--- config.mk ---
export PLATFORM = sky130hd
export DESIGN_NAME = pt_xlate_top
export DESIGN_NICKNAME = d
export VERILOG_FILES = /design/src/rtl/pt_xlate_pkg.sv /design/src/rtl/pt_base_reg.sv /design/src/rtl/pt_entry_addr.sv /design/src/rtl/pt_entry_decode.sv /design/src/rtl/pt_walk_fsm.sv /design/src/rtl/pt_xlate_top.sv
export SDC_FILE = /design/constraint.sdc
export NUM_CORES = 1
export LEC_CHECK = 0
export BUFFER_PORTS_ARGS = -buffer_cell sky130_fd_sc_hd__buf_2
export CAP_MARGIN = 25
export CORE_MARGIN = 4
export CORE_UTILIZATION = 47
export DETAILED_ROUTE_END_ITERATION = 10
export HOLD_SLACK_MARGIN = 0.08
export MAX_ROUTING_LAYER = met4
export PLACE_DENSITY = 0.78
export SETUP_SLACK_MARGIN = 0.2
export SYNTH_ARGS = -nofsm -noshare
export SYNTH_HDL_FRONTEND = slang
export SYNTH_HIERARCHICAL = 1
export SYNTH_SLANG_ARGS = --single-unit
--- constraint.sdc ---
create_clock -name clk -period 2.4 [get_ports clk]
set_input_delay 0.48 -clock clk [delete_from_list [all_inputs] [get_ports clk]]
set_output_delay 0.48 -clock clk [all_outputs]
set_load 0.005 [all_outputs]
--- src/rtl/pt_xlate_pkg.sv ---
package pt_xlate_pkg;

    // Controller states of the single-outstanding translator
    typedef enum logic [1:0] {
        XL_IDLE  = 2'd0,
        XL_ISSUE = 2'd1,
        XL_AWAIT = 2'd2,
        XL_REPLY = 2'd3
    } xl_state_e;

    // Verdict flags that travel with a translation result
    typedef struct packed {
        logic fault;
        logic nonsec;
    } xl_flags_t;

endpackage

--- src/rtl/pt_base_reg.sv ---
module pt_base_reg #(
    parameter int ADDR_W      = 32,
    parameter int ENTRY_SHIFT = 2
) (
    input  logic              clk,
    input  logic              rst_n,
    input  logic              load,
    input  logic [ADDR_W-1:0] base_in,
    output logic [ADDR_W-1:0] base_q,
    output logic              base_is_zero
);
    localparam logic [ADDR_W-1:0] LOW_ONES = ADDR_W'((1 << ENTRY_SHIFT) - 1);

    always_ff @(posedge clk or negedge rst_n) begin
        if (!rst_n) begin
            base_q <= '0;
        end else if (load) begin
            base_q <= base_in & ~LOW_ONES;
        end
    end

    assign base_is_zero = (base_q == '0);

endmodule

--- src/rtl/pt_entry_addr.sv ---
module pt_entry_addr #(
    parameter int ADDR_W      = 32,
    parameter int PAGE_SHIFT  = 12,
    parameter int ENTRY_SHIFT = 2
) (
    input  logic [ADDR_W-PAGE_SHIFT-1:0] vpn,
    input  logic [ADDR_W-1:0]            base,
    output logic [ADDR_W-1:0]            entry_addr
);
    localparam int VPN_W = ADDR_W - PAGE_SHIFT;
    localparam int GAP_W = PAGE_SHIFT - ENTRY_SHIFT;

    logic [ADDR_W-1:0] index_bytes;

    generate
        if (GAP_W > 0) begin : g_pad
            assign index_bytes = {{GAP_W{1'b0}}, vpn, {ENTRY_SHIFT{1'b0}}};
        end else begin : g_nopad
            assign index_bytes = {vpn[VPN_W+GAP_W-1:0], {ENTRY_SHIFT{1'b0}}};
        end
    endgenerate

    assign entry_addr = base + index_bytes;

endmodule

--- src/rtl/pt_entry_decode.sv ---
module pt_entry_decode
    import pt_xlate_pkg::*;
#(
    parameter int ADDR_W     = 32,
    parameter int PAGE_SHIFT = 12,
    parameter int VALID_BIT  = 1,
    parameter int NONSEC_BIT = 3,
    parameter int PROT_SHIFT = 7
) (
    input  logic [ADDR_W-1:0]     entry,
    input  logic [PAGE_SHIFT-1:0] va_off,
    input  logic                  force_fault,
    input  logic [ADDR_W-1:0]     prot_addr,
    output logic [ADDR_W-1:0]     pa,
    output xl_flags_t             flags
);
    localparam logic [ADDR_W-1:0] PROT_MASK = ~ADDR_W'((1 << PROT_SHIFT) - 1);

    logic bad;

    always_comb begin
        bad          = force_fault || (entry == '0) || !entry[VALID_BIT];
        flags.fault  = bad;
        flags.nonsec = !bad && entry[NONSEC_BIT];
        if (bad) begin
            pa = prot_addr & PROT_MASK;
        end else begin
            pa = {entry[ADDR_W-1:PAGE_SHIFT], va_off};
        end
    end

endmodule

--- src/rtl/pt_walk_fsm.sv ---
module pt_walk_fsm
    import pt_xlate_pkg::*;
#(
    parameter int ADDR_W     = 32,
    parameter int PAGE_SHIFT = 12
) (
    input  logic                  clk,
    input  logic                  rst_n,
    input  logic                  req_valid,
    output logic                  req_ready,
    input  logic [ADDR_W-1:0]     req_va,
    input  logic                  base_zero,
    input  logic [ADDR_W-1:0]     entry_addr,
    output logic                  mem_rd_valid,
    input  logic                  mem_rd_ready,
    output logic [ADDR_W-1:0]     mem_rd_addr,
    input  logic                  mem_rsp_valid,
    input  logic [ADDR_W-1:0]     mem_rsp_data,
    output logic [ADDR_W-1:0]     dec_entry,
    output logic                  dec_force,
    output logic [PAGE_SHIFT-1:0] dec_off,
    input  logic [ADDR_W-1:0]     dec_pa,
    input  xl_flags_t             dec_flags,
    output logic                  resp_valid,
    input  logic                  resp_ready,
    output logic [ADDR_W-1:0]     resp_pa,
    output logic                  resp_fault,
    output logic                  resp_nonsec,
    output logic [ADDR_W-1:0]     resp_page_va
);
    xl_state_e         state_q, state_d;
    logic [ADDR_W-1:0] va_q;
    logic [ADDR_W-1:0] addr_q;
    logic [ADDR_W-1:0] pa_q;
    xl_flags_t         flag_q;

    // Next-state selection
    always_comb begin
        state_d = state_q;
        unique case (state_q)
            XL_IDLE:  if (req_valid)     state_d = base_zero ? XL_REPLY : XL_ISSUE;
            XL_ISSUE: if (mem_rd_ready)  state_d = XL_AWAIT;
            XL_AWAIT: if (mem_rsp_valid) state_d = XL_REPLY;
            XL_REPLY: if (resp_ready)    state_d = XL_IDLE;
            default:                     state_d = XL_IDLE;
        endcase
    end

    // State register
    always_ff @(posedge clk or negedge rst_n) begin
        if (!rst_n) begin
            state_q <= XL_IDLE;
        end else begin
            state_q <= state_d;
        end
    end

    // Handshake outputs decoded from the state
    always_comb begin
        req_ready    = 1'b0;
        mem_rd_valid = 1'b0;
        resp_valid   = 1'b0;
        unique case (state_q)
            XL_IDLE:  req_ready    = 1'b1;
            XL_ISSUE: mem_rd_valid = 1'b1;
            XL_AWAIT: ;
            XL_REPLY: resp_valid   = 1'b1;
            default:  ;
        endcase
    end

    // Decoder feed: in idle, a zero base is judged at once on the live request
    always_comb begin
        dec_force = (state_q == XL_IDLE);
        dec_entry = dec_force ? '0 : mem_rsp_data;
        dec_off   = dec_force ? req_va[PAGE_SHIFT-1:0] : va_q[PAGE_SHIFT-1:0];
    end

    // Request capture and result registers
    always_ff @(posedge clk or negedge rst_n) begin
        if (!rst_n) begin
            va_q   <= '0;
            addr_q <= '0;
            pa_q   <= '0;
            flag_q <= '0;
        end else begin
            if (state_q == XL_IDLE && req_valid) begin
                va_q   <= req_va;
                addr_q <= entry_addr;
                if (base_zero) begin
                    pa_q   <= dec_pa;
                    flag_q <= dec_flags;
                end
            end
            if (state_q == XL_AWAIT && mem_rsp_valid) begin
                pa_q   <= dec_pa;
                flag_q <= dec_flags;
            end
        end
    end

    assign mem_rd_addr  = addr_q;
    assign resp_pa      = pa_q;
    assign resp_fault   = flag_q.fault;
    assign resp_nonsec  = flag_q.nonsec;
    assign resp_page_va = {va_q[ADDR_W-1:PAGE_SHIFT], {PAGE_SHIFT{1'b0}}};

endmodule

--- src/rtl/pt_xlate_top.sv ---
module pt_xlate_top
    import pt_xlate_pkg::*;
#(
    parameter int ADDR_W      = 32,
    parameter int PAGE_SHIFT  = 12,
    parameter int ENTRY_SHIFT = 2,
    parameter int VALID_BIT   = 1,
    parameter int NONSEC_BIT  = 3,
    parameter int PROT_SHIFT  = 7
) (
    input  logic              clk,
    input  logic              rst_n,
    input  logic              tbl_base_wr,
    input  logic [ADDR_W-1:0] tbl_base_in,
    input  logic [ADDR_W-1:0] prot_addr,
    input  logic              req_valid,
    output logic              req_ready,
    input  logic [ADDR_W-1:0] req_va,
    output logic              resp_valid,
    input  logic              resp_ready,
    output logic [ADDR_W-1:0] resp_pa,
    output logic              resp_fault,
    output logic              resp_nonsec,
    output logic [ADDR_W-1:0] resp_page_va,
    output logic              mem_rd_valid,
    input  logic              mem_rd_ready,
    output logic [ADDR_W-1:0] mem_rd_addr,
    input  logic              mem_rsp_valid,
    input  logic [ADDR_W-1:0] mem_rsp_data
);
    logic [ADDR_W-1:0]     base_q;
    logic                  base_zero;
    logic [ADDR_W-1:0]     entry_addr;
    logic [ADDR_W-1:0]     dec_entry;
    logic                  dec_force;
    logic [PAGE_SHIFT-1:0] dec_off;
    logic [ADDR_W-1:0]     dec_pa;
    xl_flags_t             dec_flags;

    pt_base_reg #(
        .ADDR_W      (ADDR_W),
        .ENTRY_SHIFT (ENTRY_SHIFT)
    ) u_base (
        .clk          (clk),
        .rst_n        (rst_n),
        .load         (tbl_base_wr),
        .base_in      (tbl_base_in),
        .base_q       (base_q),
        .base_is_zero (base_zero)
    );

    pt_entry_addr #(
        .ADDR_W      (ADDR_W),
        .PAGE_SHIFT  (PAGE_SHIFT),
        .ENTRY_SHIFT (ENTRY_SHIFT)
    ) u_addr (
        .vpn        (req_va[ADDR_W-1:PAGE_SHIFT]),
        .base       (base_q),
        .entry_addr (entry_addr)
    );

    pt_entry_decode #(
        .ADDR_W     (ADDR_W),
        .PAGE_SHIFT (PAGE_SHIFT),
        .VALID_BIT  (VALID_BIT),
        .NONSEC_BIT (NONSEC_BIT),
        .PROT_SHIFT (PROT_SHIFT)
    ) u_dec (
        .entry       (dec_entry),
        .va_off      (dec_off),
        .force_fault (dec_force),
        .prot_addr   (prot_addr),
        .pa          (dec_pa),
        .flags       (dec_flags)
    );

    pt_walk_fsm #(
        .ADDR_W     (ADDR_W),
        .PAGE_SHIFT (PAGE_SHIFT)
    ) u_fsm (
        .clk           (clk),
        .rst_n         (rst_n),
        .req_valid     (req_valid),
        .req_ready     (req_ready),
        .req_va        (req_va),
        .base_zero     (base_zero),
        .entry_addr    (entry_addr),
        .mem_rd_valid  (mem_rd_valid),
        .mem_rd_ready  (mem_rd_ready),
        .mem_rd_addr   (mem_rd_addr),
        .mem_rsp_valid (mem_rsp_valid),
        .mem_rsp_data  (mem_rsp_data),
        .dec_entry     (dec_entry),
        .dec_force     (dec_force),
        .dec_off       (dec_off),
        .dec_pa        (dec_pa),
        .dec_flags     (dec_flags),
        .resp_valid    (resp_valid),
        .resp_ready    (resp_ready),
        .resp_pa       (resp_pa),
        .resp_fault    (resp_fault),
        .resp_nonsec   (resp_nonsec),
        .resp_page_va  (resp_page_va)
    );

endmodule

==> results by group, run 1 <==
Finish
  • Share of post-route cells with drive strength above 1: 61.4%
  • Number of fill cells: 1230
  • Area grow syn2layout: 34.7%
  • Fin cells: 1120
  • Diode count: 0
  • Final Net Count: 1053
  • Final Cell Area: 10400 sq um

Clock tree
  • Clock tree buffer depth: 2
  • Clock tree sinks: 130
  • Worst-Skew Late Latency: 0.42 ns
  • Root buffer cell: clkbuf_16
  • CTS buffer count: 17
  • Clock transition at path regs: 0.06 ns
  • CTS H-tree lvls: 4
  • CTS tree: built

Global routing
  • Pin count of the biggest net entering global routing: 60
  • Initial antenna violation count: 0
  • First-pass GRT wire length: 29.9 mm
  • Gr usage total: 21.4%
  • Number of global-route vias before repair: 5885
  • GRT overflow: 0

Detailed routing
  • Drt pass-1 iters: 5
  • 1st-iter DRT viols: 321
  • Wire per inst: 17.7 microns
  • Number of vias per cell: 5.25
  • Final ANT Viol Nets: 0
  • Vias: 5879
  • Final WL: 19.9 mm
  • Drt drc: 0

Power
  • Sw power: 3350 uW
  • Power Dens Cells: 1050 nW/um^2
  • Worst VDD drop: 0.514 mV
  • Flop pwr share: 32.6%
  • Clk network pwr share: 25.4%
  • Final Power: 10900 uW
  • Comb pwr share: 42.0%
  • Switching Share: 30.8%
  • Lkg Pwr: 0.00491 uW
  • P_int: 7550 uW

Floorplanning
  • Top Ports: 236
  • Initial core utilization: 48.3%
  • Row count: 46
  • Die Area: 18500 sq um
  • Die W: 136 microns
  • Core Box Area: 15900 sq um
  • Die span in y: 136 microns

Placement
  • Post-Place Cells: 1072
  • Input/output buffers: 204
  • Routability congestion estimate: 0.919
  • Post-DP Area: 9190 sq um
  • Final HPWL DP: 13.8 mm

Synthesis
  • Syn_area_per_cell: 12.1 sq um
  • Mapped Cells: 638
  • Mapped cell area: 7700 sq um
  • Yosys warns: 6

STA
  • Count of final setup violators: 8
  • Fmax: 404 MHz
  • Minimum clock period: 2.48 ns
  • Max-slew headroom at the worst pin: 60.2%
  • Final Hold Vio Count: 0
  • Final setup margin: -0.0781 ns
  • Worst slew pin tran: 0.598 ns
  • Crit share post-route: 103%
  • Final Max Tran Viols: 0
  • Setup TNS: -0.246 ns
  • RSZ-0062 raised after global routing: yes
  • Fin Clk Skew: 0.00862 ns

Worst setup path
  • Critical Path AT: 2.78 ns
  • CP Cell Sequence: ha_4, inv_2, fa_2, nor2b_2, o2111a_1, buf_4, nor4_2, o31ai_1, a21oi_1, xnor2_1, mux2_2
  • FF-to-FF Start: u_base/base_q[2]
  • Crit path max-delay cell type: dfrtp_1
  • Critical Path RT: 2.70 ns
  • Cells on worst reg2reg path: 11
  • Buf/Inv on CP: 2
  • Worst stage delay on the critical path: 0.38 ns
  • R2r setup slk: -0.08 ns
  • Reg2reg end: u_fsm/mem_rd_addr[16]
  • Setup Crit Path Kind: reg2reg
  • CP Capture Type: flop
  • CP max FO: 2
  • Top delay family on crit path: compound AO/OA/AOI/OAI gates
  • Worst Setup Start Kind: flop

Flow run
  • MaxCap Viol Count: 0

Min path
  • Hold Crit Class: in2reg
  • Hold depth: 2
  • Hold Path Sink: u_base/base_q[2]
  • Worst hold start: tbl_base_in[2]

Run status
  • Status: finished with violations
  • Violated checks: negative setup slack
-- power by group through the flow --
| stage | Combinational [uW] | Clock, uW | Sequential [uW] |
|---|---|---|---|
| 4_1_cts | 4390 | 2820 | 3550 |
| 3_3_place_gp | 4210 | 0 | 3530 |
| 3_5_place_dp | 4290 | 0 | 3580 |
| 5_1_grt | 4950 | 2930 | 3670 |
| 2_1_floorplan | 2930 | 0 | 3570 |
| 6_report | 4570 | 2770 | 3560 |
-- area by class of cell --
| cell class | count | area (sq um) | area share (%) |
|---|---|---|---|
| clock inverter | 9 | 154 | 1.48 |
| clock buffer | 22 | 474 | 4.57 |
| tap | 216 | 270 | 2.61 |
| multi-input combinational | 437 | 4360 | 42.1 |
| inverter | 17 | 63.8 | 0.615 |
| timing repair buffer | 289 | 1780 | 17.2 |
| sequential | 130 | 3260 | 31.4 |
-- routing by layer --
| layer | track usage, % | vias to the layer above | routed length, microns |
|---|---|---|---|
| met5 | - | - | 0 |
| met4 | 8.57 | 0 | 535 |
| met3 | 4.81 | 39 | 1100 |
| met2 | 34.3 | 208 | 10000 |
| met1 | 26.3 | 2887 | 8210 |
| li1 | - | 2745 | - |
-- worst max path at each step --
stage,startpoint,end,slack (ns),depth (start not counted)
final,u_base/base_q[2],u_fsm/mem_rd_addr[16],-0.08,11
after global routing,u_base/base_q[2],u_fsm/mem_rd_addr[16],-0.14,11
after CTS,u_base/base_q[2],u_fsm/mem_rd_addr[16],-0.05,11
after detailed placement,req_va[12],u_fsm/mem_rd_addr[30],-0.34,11
after global placement,req_va[12],u_fsm/mem_rd_addr[30],-0.31,11
after floorplan,req_va[12],u_fsm/mem_rd_addr[30],0.008,10
-- sequential cells by signal, indices dropped and copies added, names as in the netlist --
name               flops
u_base/base_q         30
u_fsm/resp_pa         32
u_fsm/resp_nonsec      1
u_fsm/mem_rd_addr     32
u_fsm/state_q          2
u_fsm/resp_fault       1
u_fsm/va_q            32
-- placed cells by master (no fill, tap or decap), drive strengths merged, types with 11 or more instances in the layout --
cell / n
dfrtp: 130
a21oi: 25
nand2: 25
xor2: 11
nor2: 14
inv: 17
buf: 287
o21ai: 14
mux2: 165
clkbuf: 23
ha: 25
nand3: 13
nor2b: 28
conb: 14
-- through the flow --
stage | util (%) | setup WS, ns | hold slack, ns
floorplan | - | 0.00787 | 0.184
global placement | 57.7 | -0.310 | 0.347
detailed placement | 57.7 | -0.339 | 0.347
CTS | 62.9 | -0.0549 | 0.276
global route | 65.0 | -0.143 | 0.275
finish | 65.0 | -0.0781 | 0.291
-- repair_timing --
item / CTS / global route
setup buffers: 3 / 11
gates cloned: 0 / 2
resized for setup: 34 / 43
pin swaps: 9 / 22
hold endpoints to repair: 18 / 0
hold buffers: 1 / 0
endpoints found under the setup margin: 53 / 29
-- worst reg2reg max path, cell delays in order (launching register included) --
cell and delay, ns:
dfrtp_1 0.38, ha_4 0.15, inv_2 0.03, fa_2 0.37
nor2b_2 0.17, o2111a_1 0.25, buf_4 0.12, nor4_2 0.05
o31ai_1 0.32, a21oi_1 0.13, xnor2_1 0.14, mux2_2 0.26
Note: power is estimated with default switching activity, not from simulation.
==> run 2, diff against run 1 <==
PLACE_DENSITY = 0.77   (was 0.78)
==> run 2 against run 1 <==
Net effect:
- the flow still finishes with violations (negative setup slack)
- via count shrank 1.8%
- setup slack improved by 0.046 ns
- non-clock buffer count shrank 1
- final cell count stayed put
- power decreased by 3.1%
- flip-flop and latch count unchanged
==> results by group, run 2 (same netlist as run 1, synthesis figures left out) <==
Worst setup path
  • CP Cell Sequence: ha_4, inv_2, fa_2, nor2b_4, o2111a_1, o31a_1, buf_6, o21ai_4, o311ai_1, and3_1, mux2_2
  • Critical Path RT: 2.70 ns
  • FF-to-FF Start: u_base/base_q[2]
  • Critical Path AT: 2.74 ns
  • CP max FO: 3
  • Crit path max-delay cell type: dfrtp_1
  • Cells on worst reg2reg path: 11
  • Reg2reg end: u_fsm/mem_rd_addr[22]
  • Crit path capture: u_fsm/mem_rd_addr[22]
  • CP Capture Type: flop
  • Setup Crit Path Kind: reg2reg
  • Worst stage delay on the critical path: 0.40 ns
  • Worst Setup Start Kind: flop
  • Worst setup startpoint: u_base/base_q[2]
  • R2r setup slk: -0.03 ns

Power
  • Power Dens Cells: 1040 nW/um^2
  • Flop pwr share: 33.6%
  • Switching Share: 31.1%
  • Worst VDD drop: 0.547 mV
  • Clk network pwr share: 24.0%
  • Comb pwr share: 42.3%
  • Sw power: 3290 uW
  • Lkg Pwr: 0.00484 uW
  • P_int: 7280 uW

Finish
  • Commonest non-fill, non-tap cells in the layout: 203 x buf_2, 128 x dfrtp_1, 113 x mux2_2
  • Final Util: 63.7%
  • Final Net Count: 1052
  • Share of post-route cells with drive strength above 1: 59.1%
  • Area grow syn2layout: 32.0%
  • Most common cell after layout, fill and taps aside: buf_2

STA
  • Max-slew headroom at the worst pin: 60.4%
  • RSZ-0062 raised after global routing: yes
  • Final setup margin: -0.0324 ns
  • Worst slew pin tran: 0.593 ns
  • Final Hold Vio Count: 0
  • Count of final setup violators: 2
  • Fin Clk Skew: 0.0180 ns
  • Minimum clock period: 2.43 ns
  • Setup TNS: -0.0377 ns
  • Fmax: 411 MHz
  • Final Max Tran Viols: 0
  • Crit share post-route: 101%

Clock tree
  • CTS H-tree lvls: 4
  • Root buffer cell: clkbuf_16
  • Clock transition at path regs: 0.06 ns
  • Clock tree sinks: 130
  • Clock tree buffer depth: 2
  • CTS buffer count: 17
  • Worst-Skew Late Latency: 0.43 ns
  • CTS tree: built

Flow run
  • MaxCap Viol Count: 0

Floorplanning
  • Top Ports: 236
  • Row count: 46
  • Die W: 136 microns
  • Initial core utilization: 48.3%
  • Core Box Area: 15900 sq um
  • Die span in y: 136 microns
  • Die Area: 18500 sq um

Detailed routing
  • Final WL: 19.0 mm
  • Drt drc: 0
  • Wire per inst: 17.0 microns
  • Final ANT Viol Nets: 0
  • 1st-iter DRT viols: 252
  • Drt pass-1 iters: 5
  • Number of vias per cell: 5.15
  • Vias: 5772

Placement
  • Final HPWL DP: 13.9 mm
  • Setup slack after placement: -0.325 ns
  • Input/output buffers: 204
  • Routability congestion estimate: 0.920

Min path
  • Hold Crit Class: in2reg

Global routing
  • Number of global-route vias before repair: 5903
  • First-pass GRT wire length: 29.3 mm
  • GRT overflow: 0
  • Gr usage total: 20.9%
  • Pin count of the biggest net entering global routing: 50
  • Initial antenna violation count: 2

Run status
  • Violated checks: negative setup slack
  • Status: finished with violations
[run 2: timing repair]
action | CTS | global route
setup endpoints to repair | 22 | 55
pin swaps | 15 | 4
hold endpoints to repair | 47 | 0
gates resized for setup | 25 | 23
hold buffers | 1 | 0
gates cloned | 0 | 1
buffers inserted | 6 | 0
[run 2: area by class of cell]
| class | count | area, sq um |
|---|---|---|
| fill | 1270 | 5780 |
| clock inverter | 8 | 105 |
| timing repair buffer | 288 | 1730 |
| tap | 216 | 270 |
| clock buffer | 22 | 474 |
| antenna | 2 | 5.00 |
| multi-input combinational | 437 | 4260 |
| inverter | 17 | 63.8 |
| sequential | 130 | 3260 |
[run 2: power groups by stage]
stage	clock network, uW	logic, uW	registers [uW]
6_report	2540	4470	3550
5_1_grt	2720	4850	3660
4_1_cts	2600	4440	3550
3_5_place_dp	0	4300	3570
3_3_place_gp	0	4200	3540
2_1_floorplan	0	2930	3570
[run 2: worst max-delay path: cells and delay by family, from the launching register on]
kind                       cells  cell delay (ns)
AOI/OAI and AO/OA              4             0.84
adders and majority gates      2             0.41
buffers and inverters          2             0.19
DFF                            1             0.40
muxes                          1             0.25
and+or+nand+nor                2             0.22
[run 2: metal layers]
metal	wire length, microns	vias to the layer above	part of all wire [%]	GRT usage, %
met3	1000	31	5.3	4.37
met4	440	0	2.3	8.17
met2	9440	168	50	34.0
met5	0	-	0	-
li1	-	2733	-	-
met1	8110	2840	43	25.7
[run 2: worst min path at each step]
stage                               start              endpoint  slack (ns)  cells after the start
after floorplan                     rst_n     u_base/base_q[10]        0.18                      0
after global placement              rst_n  u_fsm/mem_rd_addr[0]        0.45                      1
after detailed placement            rst_n  u_fsm/mem_rd_addr[1]        0.45                      1
after CTS                 tbl_base_in[29]     u_base/base_q[29]        0.27                      2
after global routing      tbl_base_in[26]     u_base/base_q[26]        0.27                      2
final                     tbl_base_in[29]     u_base/base_q[29]        0.28                      2
[run 2: through the flow]
stage	hold WS, ns	cells	power, uW	cell area, sq um
finish	0.279	1120	10600	10200
global route	0.269	1120	11200	10200
CTS	0.271	1117	10600	10000
detailed placement	0.448	1080	7870	9240
global placement	0.450	1080	7740	9240
floorplan	0.184	650	6500	7830
==> run 3, diff against run 2 <==
CORE_UTILIZATION = 49   (was 47)
CTS_BUF_LIST = sky130_fd_sc_hd__clkbuf_8   (was default)
PLACE_DENSITY = 0.8   (was 0.77)
==> run 3 against run 2 <==
Net effect:
- the flow still finishes with violations (negative setup slack)
- non-clock buffer count up 17
- combinational power grew 5.4%
- count of clock-buffer cells in the layout down 4
- critical path type unchanged
==> results by group, run 3 (same netlist as run 1, synthesis figures left out) <==
Run status
  • Status: finished with violations
  • Violated checks: negative setup slack

Global routing
  • Number of global-route vias before repair: 6061
  • Gr usage total: 22.4%
  • First-pass GRT wire length: 30.9 mm
  • GRT overflow: 0
  • Pin count of the biggest net entering global routing: 48
  • Initial antenna violation count: 0

STA
  • Count of final setup violators: 4
  • Crit share post-route: 100%
  • Fmax: 415 MHz
  • Final Max Tran Viols: 0
  • Minimum clock period: 2.41 ns
  • Final Hold Vio Count: 0
  • RSZ-0062 raised after global routing: yes
  • Final setup margin: -0.0116 ns
  • Fin Clk Skew: 0.0162 ns

Min path
  • Hold depth: 2
  • Hold Crit Class: in2reg

Clock tree
  • CTS buffer count: 17
  • Worst-Skew Late Latency: 0.44 ns
  • CTS tree: built
  • CTS H-tree lvls: 4
  • Clock tree buffer depth: 2
  • Root buffer cell: clkbuf_8
  • Clock transition at path regs: 0.09 ns
  • Clock tree sinks: 130

Worst setup path
  • FF-to-FF Start: u_base/base_q[2]
  • Critical Path RT: 2.72 ns
  • CP max FO: 5
  • R2r setup slk: -0.01 ns
  • Cells on worst reg2reg path: 10
  • Reg2reg end: u_fsm/mem_rd_addr[26]
  • Stages on worst setup path: 10
  • Worst setup startpoint: u_base/base_q[2]
  • Buf/Inv on CP: 1
  • Worst stage delay on the critical path: 0.42 ns
  • Worst Setup Start Kind: flop
  • Top delay family on crit path: compound AO/OA/AOI/OAI gates
  • Crit path capture: u_fsm/mem_rd_addr[26]
  • Setup Crit Path Kind: reg2reg
  • Crit path max-delay cell type: dfrtp_1
  • CP Capture Type: flop
  • CP Cell Sequence: ha_4, inv_2, fa_2, nor2b_2, o2111a_1, o31a_1, o211ai_4, a21oi_1, xor2_1, mux2_2
  • Critical Path AT: 2.73 ns

Floorplanning
  • Die Area: 17800 sq um
  • Die W: 133 microns
  • Initial core utilization: 50.3%
  • Row count: 45
  • Top Ports: 236
  • Die span in y: 133 microns
  • Core Box Area: 15300 sq um

Finish
  • Final Util: 67.4%
  • Final Net Count: 1069
  • Commonest non-fill, non-tap cells in the layout: 203 x buf_2, 124 x dfrtp_1, 89 x buf_4
  • Area grow syn2layout: 34.1%
  • Share of post-route cells with drive strength above 1: 60.9%
  • Final Cell Area: 10300 sq um
  • Number of fill cells: 1143
  • Most common cell after layout, fill and taps aside: buf_2
  • Diode count: 0

Placement
  • Post-DP Area: 9280 sq um
  • Setup slack after placement: -0.296 ns
  • Final HPWL DP: 13.9 mm
  • Routability congestion estimate: 0.903
  • Input/output buffers: 204

Power
  • Clk network pwr share: 20.2%
  • P_int: 7030 uW
  • Comb pwr share: 45.2%
  • Power Dens Cells: 1010 nW/um^2
  • Sw power: 3370 uW
  • Switching Share: 32.4%
  • Worst VDD drop: 0.729 mV
  • Flop pwr share: 34.6%
  • Lkg Pwr: 0.00504 uW

Detailed routing
  • 1st-iter DRT viols: 279
  • Drt drc: 0
  • Drt pass-1 iters: 5
  • Final ANT Viol Nets: 0
  • Number of vias per cell: 5.20
  • Final WL: 19.9 mm
  • Vias: 5889
  • Wire per inst: 17.6 microns

Flow run
  • MaxCap Viol Count: 0
==> run 3: worst min-delay path by stage <==
stage                                  to       startpoint  slack [ns]
CTS                      u_base/base_q[8]   tbl_base_in[8]        0.24
floorplan               u_base/base_q[10]            rst_n        0.18
global route            u_base/base_q[11]  tbl_base_in[11]        0.23
finish                   u_base/base_q[8]   tbl_base_in[8]        0.27
detailed placement  u_fsm/mem_rd_addr[19]            rst_n        0.41
global placement    u_fsm/mem_rd_addr[19]            rst_n        0.41
==> run 3: per-stage QoR <==
stage | setup TNS [ns] | instances | hold WS (ns) | total power [uW]
final | -0.0344 | 1132 | 0.268 | 10400
after global routing | -0.460 | 1132 | 0.233 | 11000
after floorplan | 0 | 650 | 0.184 | 6500
after CTS | -0.00436 | 1124 | 0.236 | 10200
after detailed placement | -2.60 | 1078 | 0.408 | 7890
after global placement | -2.39 | 1078 | 0.412 | 7720
==> run 3: area by class of cell <==
cell class	count	area, sq um	area share (%)
sequential	130	3260	31.6
timing repair buffer	305	1920	18.6
clock buffer	18	248	2.40
multi-input combinational	437	4360	42.3
inverter	17	63.8	0.618
tap	211	264	2.56
clock inverter	14	204	1.98
==> run 3: power groups by stage <==
stage	Sequential, uW	Clock [uW]	Combinational, uW
5_1_grt	3710	2260	5080
6_report	3600	2100	4710
4_1_cts	3570	2160	4510
3_3_place_gp	3550	0	4180
2_1_floorplan	3570	0	2930
3_5_place_dp	3600	0	4290
==> run 3: metal layers <==
layer	up-vias	share of wire [%]	global-route usage (%)
met3	39	5.0	4.76
met4	0	2.4	6.34
met2	198	51	37.9
met5	-	0	-
met1	2896	42	27.1
li1	2756	-	-
==> run 3: worst reg2reg max path: stages, from the launching register on <==
cell and delay, ns:
dfrtp_1 0.42, ha_4 0.18, inv_2 0.04, fa_2 0.20, nor2b_2 0.05, o2111a_1 0.24
o31a_1 0.31, o211ai_4 0.32, a21oi_1 0.13, xor2_1 0.15, mux2_2 0.26
==> run 3: repair_timing <==
action                                  in CTS  in global routing
pin swaps                                   23                 12
endpoints found under the hold margin       38                  0
endpoints found under the setup margin      52                 55
buffers inserted                            11                  8
resized for setup                           45                 36
gates cloned                                 2                  0
hold buffers                                 1                  0
